==> config.mk <==
export PLATFORM = sky130hd
export DESIGN_NAME = dma_class_arbiter
export DESIGN_NICKNAME = d
export VERILOG_FILES = /design/src/rtl/dma_arb_pkg.sv /design/src/rtl/dma_arb_rr_pick.sv /design/src/rtl/dma_arb_ctrl.sv /design/src/rtl/dma_class_arbiter.sv
export SDC_FILE = /design/constraint.sdc
export NUM_CORES = 1
export LEC_CHECK = 0
export ABC_AREA = 1
export ABC_CLOCK_PERIOD_IN_PS = 7000
export CORE_MARGIN = 2
export CORE_UTILIZATION = 50
export DETAILED_ROUTE_END_ITERATION = 16
export PLACE_DENSITY = 0.8
export SLEW_MARGIN = 0
export SYNTH_ARGS = -nofsm -noshare
export SYNTH_HDL_FRONTEND = slang
export SYNTH_SLANG_ARGS = --single-unit
==> constraint.sdc <==
create_clock -name clk -period 7 [get_ports clk]
set_input_delay 2.1 -clock clk [delete_from_list [all_inputs] [get_ports clk]]
set_output_delay 2.1 -clock clk [all_outputs]
set_load 0.005 [all_outputs]
==> src/rtl/dma_arb_pkg.sv <==
package dma_arb_pkg;

  // Phases of one bus tenure
  typedef enum logic [1:0] {
    ARB_IDLE = 2'd0,   // free to decide
    ARB_WAIT = 2'd1,   // request raised, waiting for the bus grant
    ARB_XFER = 2'd2    // bus granted, waiting for end of burst
  } arb_state_t;

  function automatic int idx_width(input int n);
    return (n > 1) ? $clog2(n) : 1;
  endfunction

endpackage

==> src/rtl/dma_arb_rr_pick.sv <==
// Round-robin picker for one channel class. It holds the index of the
// highest-priority channel and moves it past the winner on adv.
module dma_arb_rr_pick
  import dma_arb_pkg::*;
#(
  parameter int N = 4
) (
  input  logic         clk,
  input  logic         rst,
  input  logic [N-1:0] req,
  input  logic         adv,
  output logic [N-1:0] pick,
  output logic         any
);

  localparam int IW = idx_width(N);
  localparam logic [IW-1:0] LAST = IW'(N - 1);

  logic [IW-1:0] ptr;
  logic [IW-1:0] win_idx;

  always_comb begin
    int idx;
    pick    = '0;
    any     = 1'b0;
    win_idx = '0;
    for (int o = 0; o < N; o++) begin
      idx = int'(ptr) + o;
      if (idx >= N) idx = idx - N;
      if (!any && req[idx]) begin
        any       = 1'b1;
        pick[idx] = 1'b1;
        win_idx   = IW'(idx);
      end
    end
  end

  always_ff @(posedge clk) begin
    if (rst) begin
      ptr <= '0;
    end else if (adv) begin
      ptr <= (win_idx == LAST) ? '0 : win_idx + IW'(1);
    end
  end

endmodule

==> src/rtl/dma_arb_ctrl.sv <==
// Tenure controller: latches the winner and holds it until the bus grant
// has been seen and then the end of burst is signalled.
module dma_arb_ctrl
  import dma_arb_pkg::*;
#(
  parameter int NT = 12
) (
  input  logic          clk,
  input  logic          rst,
  input  logic          any,
  input  logic [NT-1:0] win,
  input  logic          bus_gnt,
  input  logic          burst_done,
  output logic [NT-1:0] grant,
  output logic          bus_req,
  output logic          take
);

  arb_state_t state;

  assign take = (state == ARB_IDLE) && any;

  always_ff @(posedge clk) begin
    if (rst) begin
      state   <= ARB_IDLE;
      grant   <= '0;
      bus_req <= 1'b0;
    end else begin
      unique case (state)
        ARB_IDLE: begin
          if (take) begin
            grant   <= win;
            bus_req <= 1'b1;
            state   <= ARB_WAIT;
          end
        end
        ARB_WAIT: begin
          if (bus_gnt) state <= ARB_XFER;
        end
        ARB_XFER: begin
          if (burst_done) begin
            grant   <= '0;
            bus_req <= 1'b0;
            state   <= ARB_IDLE;
          end
        end
        default: begin
          grant   <= '0;
          bus_req <= 1'b0;
          state   <= ARB_IDLE;
        end
      endcase
    end
  end

endmodule

==> src/rtl/dma_class_arbiter.sv <==
module dma_class_arbiter
  import dma_arb_pkg::*;
#(
  parameter int N_PER = 10,
  parameter int N_MEM = 2
) (
  input  logic             clk,
  input  logic             rst,
  input  logic             mem_first,
  input  logic [N_PER-1:0] per_req,
  input  logic [N_MEM-1:0] mem_req,
  input  logic             bus_gnt,
  input  logic             burst_done,
  output logic             bus_req,
  output logic [N_PER-1:0] per_gnt,
  output logic [N_MEM-1:0] mem_gnt
);

  localparam int NT = N_PER + N_MEM;

  logic [N_PER-1:0] per_pick;
  logic [N_MEM-1:0] mem_pick;
  logic             per_any, mem_any;
  logic             mem_wins, take;
  logic [NT-1:0]    win, grant;

  dma_arb_rr_pick #(.N(N_PER)) u_per_pick (
    .clk (clk), .rst (rst), .req (per_req),
    .adv (take && !mem_wins), .pick (per_pick), .any (per_any)
  );

  dma_arb_rr_pick #(.N(N_MEM)) u_mem_pick (
    .clk (clk), .rst (rst), .req (mem_req),
    .adv (take && mem_wins), .pick (mem_pick), .any (mem_any)
  );

  // Class selection: the preferred class wins whenever it has a request
  assign mem_wins = mem_first ? mem_any : (mem_any && !per_any);
  assign win      = mem_wins ? {mem_pick, {N_PER{1'b0}}}
                             : {{N_MEM{1'b0}}, per_pick};

  dma_arb_ctrl #(.NT(NT)) u_ctrl (
    .clk        (clk),
    .rst        (rst),
    .any        (per_any || mem_any),
    .win        (win),
    .bus_gnt    (bus_gnt),
    .burst_done (burst_done),
    .grant      (grant),
    .bus_req    (bus_req),
    .take       (take)
  );

  assign per_gnt = grant[N_PER-1:0];
  assign mem_gnt = grant[NT-1:N_PER];

endmodule

==> results.tsv <==
stage	metric	value	unit
logic_synthesis	synth.avg_cell_area	5.328	um2
logic_synthesis	postSynthCellCount	944	
finish	final_cells	1096	
clock_tree	clock_sinks	20	
critical_path	cp.arrival	5.18	ns
logic_synthesis	synth.largest_area_cell	nand2_1	
global_routing	grt_overflow_total	0	
sta	finalSetupViolCount	0	
run	maxCapViolCount	0	
clock_tree	insertion_delay	0.26	ns
clock_tree	cts_buffers	3	
logic_synthesis	yosysMostFrequentCell	nand2_1	
global_routing	antenna_found_initial	0	
clock_tree	postCtsSetupBuffers	0	
hold_path	min-delay-start	u_ctrl.bus_req	
routing	drt_iter0_drc	696	
run_status	status	complete, no violations	
clock_tree	path_clk_slew	0.08	ns
critical_path	crit_type	reg -> reg	
sta	finalSetupTns	0	ns
sta	finalClockSkew	0.003820	ns
clock_tree	htree_levels	1	
floorplanning	dieArea	10880	um2
global_routing	grt_pass1_wl	27490	um
floorplanning	start_util	0.5146	
routing	num_vias	6348	
global_routing	grt_max_degree	54	
critical_path	startpoint	u_per_pick.ptr[0]	
routing	wl_met3	1711	um
clock_tree	ctsResizeCount	0	
routing	routed.top_layer	met4	
logic_synthesis	synthTopCellsByArea	nand2_1 (20%), nand3_1 (11%), nor2_1 (9.0%)	
sta	rsz0062_at_grt	false	
routing	detail-route-antenna-nets	0	
routing	drc_errors	0	
logic_synthesis	synthesis.nets	995	
critical_path	cp-end-kind	flip-flop	
logic_synthesis	synth_edf_count	0	
finish	layout.nets	1015	
global_routing	grt_usage	0.3055	
logic_synthesis	synth-seq-cells	20	
routing	viasPerCell	5.792	
place	gp_congestion	1.078	
floorplanning	row_count	36	
global_routing	first_global_vias	5535	
place	dp.cells	1092	
sta	max_freq	197.0	MHz
sta	finalMaxSlewViolations	0	
sta	slew_headroom	0.4016	
hold_path	hold_path_class	reg -> reg	
logic_synthesis	yosysUniqueCellTypes	49	
critical_path	worst_setup_path_start_kind	flip-flop	
sta	hold_viol_final	0	
sta	worst_pin_slew	0.8883	ns
logic_synthesis	syn_area	5030	um2
clock_tree	clk_path_buf_depth	2	
place	io_buffers	29	
sta	min_period	5.076	ns
routing	met2_length	7294	um
logic_synthesis	synth_top_cell_area_share	0.2022	
finish	area_growth	9.179	%
critical_path	cp_max_fo	53	
critical_path	worstReg2RegStart	u_per_pick.ptr[0]	
critical_path	ff2ff_path_depth	21	
floorplanning	coreArea	9774	um2
logic_synthesis	async_reset_ff_frac	0	
place	dp_hpwl	13710	um
routing	met1_length	7526	um
routing	wire_per_inst	15.66	um
floorplanning	die_w	104.3	um
logic_synthesis	synthTopCellsByCount	nand2_1 (271), nor2_1 (121), nand3_1 (113)	
critical_path	cp.required	7.11	ns
floorplanning	die_h	104.3	um
logic_synthesis	synth_seq_area_share	0.07960	
routing	finalWirelength	17170	um
finish	diodes	0	
sta	finalCritPeriodShare	0.7251	
hold_path	worst_hold_path.num_cells	2	
logic_synthesis	yosysWarningCount	0	
floorplanning	top_level_ports	30	
logic_synthesis	synth_ff_type	dfxtp_1	
clock_tree	cts_tree	yes	
routing	drt_first_pass_iters	5	
clock_tree	cts_hold_buf	0	
clock_tree	cts_root_buf	clkbuf_8	
finish	layout-drive-gt1-share	0.09346	
finish	fillCellCount	1059	
==> routing by layer <==
metal  GRT usage  up-vias
met1      0.4382     2803
met5           0        -
met2      0.4748      345
met4     0.09073        0
met3     0.03759       52
li1            -     3148
==> through the flow <==
step / area [um2] / setup slack (ns) / util / hold slack [ns]
detailed placement: 5420 / 1.824 / 0.5545 / 0.4602
finish: 5492 / 1.924 / 0.5618 / 0.4653
global placement: 5420 / 1.836 / 0.5545 / 0.4495
floorplan: 5030 / 3.022 / - / 0.4555
CTS: 5492 / 2.040 / 0.5618 / 0.4673
global route: 5492 / 1.564 / 0.5618 / 0.4937
==> final timing paths <==
| kind | to | slack, ns |
|---|---|---|
| worst max-delay path | u_per_pick.ptr[3] | 1.92 |
| worst min register to register | u_ctrl.bus_req | 0.47 |
| worst min-delay path | u_ctrl.bus_req | 0.47 |
| worst max register to register | u_per_pick.ptr[3] | 1.92 |
==> cell type report <==
| class | count | area, um2 | share of cell area |
|---|---|---|---|
| multi-input cells | 779 | 4059 | 0.7391 |
| clock buffers | 3 | 41.29 | 0.007519 |
| inverters | 128 | 480.5 | 0.08749 |
| flip-flops and latches | 20 | 401.6 | 0.07314 |
| well taps | 133 | 166.4 | 0.03030 |
| repair buffers | 32 | 312.8 | 0.05696 |
| clock inverters | 1 | 30.03 | 0.005468 |
==> placed cells by master (no fill, tap or decap), types with 3 or more instances in the layout <==
master           Yosys  final
nand2_2             14     14
clkbuf_8             0      3
a21oi_1             40     40
o21ai_1             13     13
buf_4                5      3
xor2_1               5      5
nand2_4              4      4
a21oi_2              3      3
nand4_1             20     20
nor2_4               3      3
nor4_1               4      4
nand3b_1            10     10
inv_1              101    101
nor2_1             121    121
nand2_1            271    271
ha_1                33     33
inv_2               25     25
nor3_1              27     27
nor2_2               8      8
a31oi_1              5      5
o21ai_0             43     43
nand3_1            113    113
dfxtp_1             20     19
o211ai_1             4      4
nand3_2              9      9
clkdlybuf4s50_1      0     29
==> sequential cells by signal, summed over array words and instances, names as in the netlist, named ones only <==
register and count:
u_ctrl.grant 12, u_per_pick.ptr 4, u_ctrl.state 2, u_ctrl.bus_req 1
==> logic make-up after synthesis <==
family / count (synthesis) / share of synthesized area
adders and majority gates: 34 / 0.08607
AOI/OAI and AO/OA: 125 / 0.1460
buffers and inverters: 145 / 0.1134
and+or+nand+nor: 615 / 0.5662
DFF: 20 / 0.07960
xor gates and xnor gates: 5 / 0.008706
==> worst max-delay path: stages (launching register included) <==
cell and delay (ns):
dfxtp_2 0.31, buf_4 0.45, inv_2 0.08, ha_1 0.54, clkinv_1 0.43, o21ai_0 0.33
ha_1 0.32, nand2_2 0.12, a21oi_1 0.45, nand2_1 0.13, nand3_2 0.18, inv_2 0.06
nor2_2 0.15, nand4_2 0.16, nor2_1 0.22, nand3b_1 0.19, o211ai_2 0.18, inv_2 0.18
nand2_1 0.12, nand2_1 0.06, nand2_1 0.10, a21oi_2 0.06
Power is left out: the tool's default activity adds up to more than one toggle a clock period on the data nets, which glitch-free logic cannot reach.
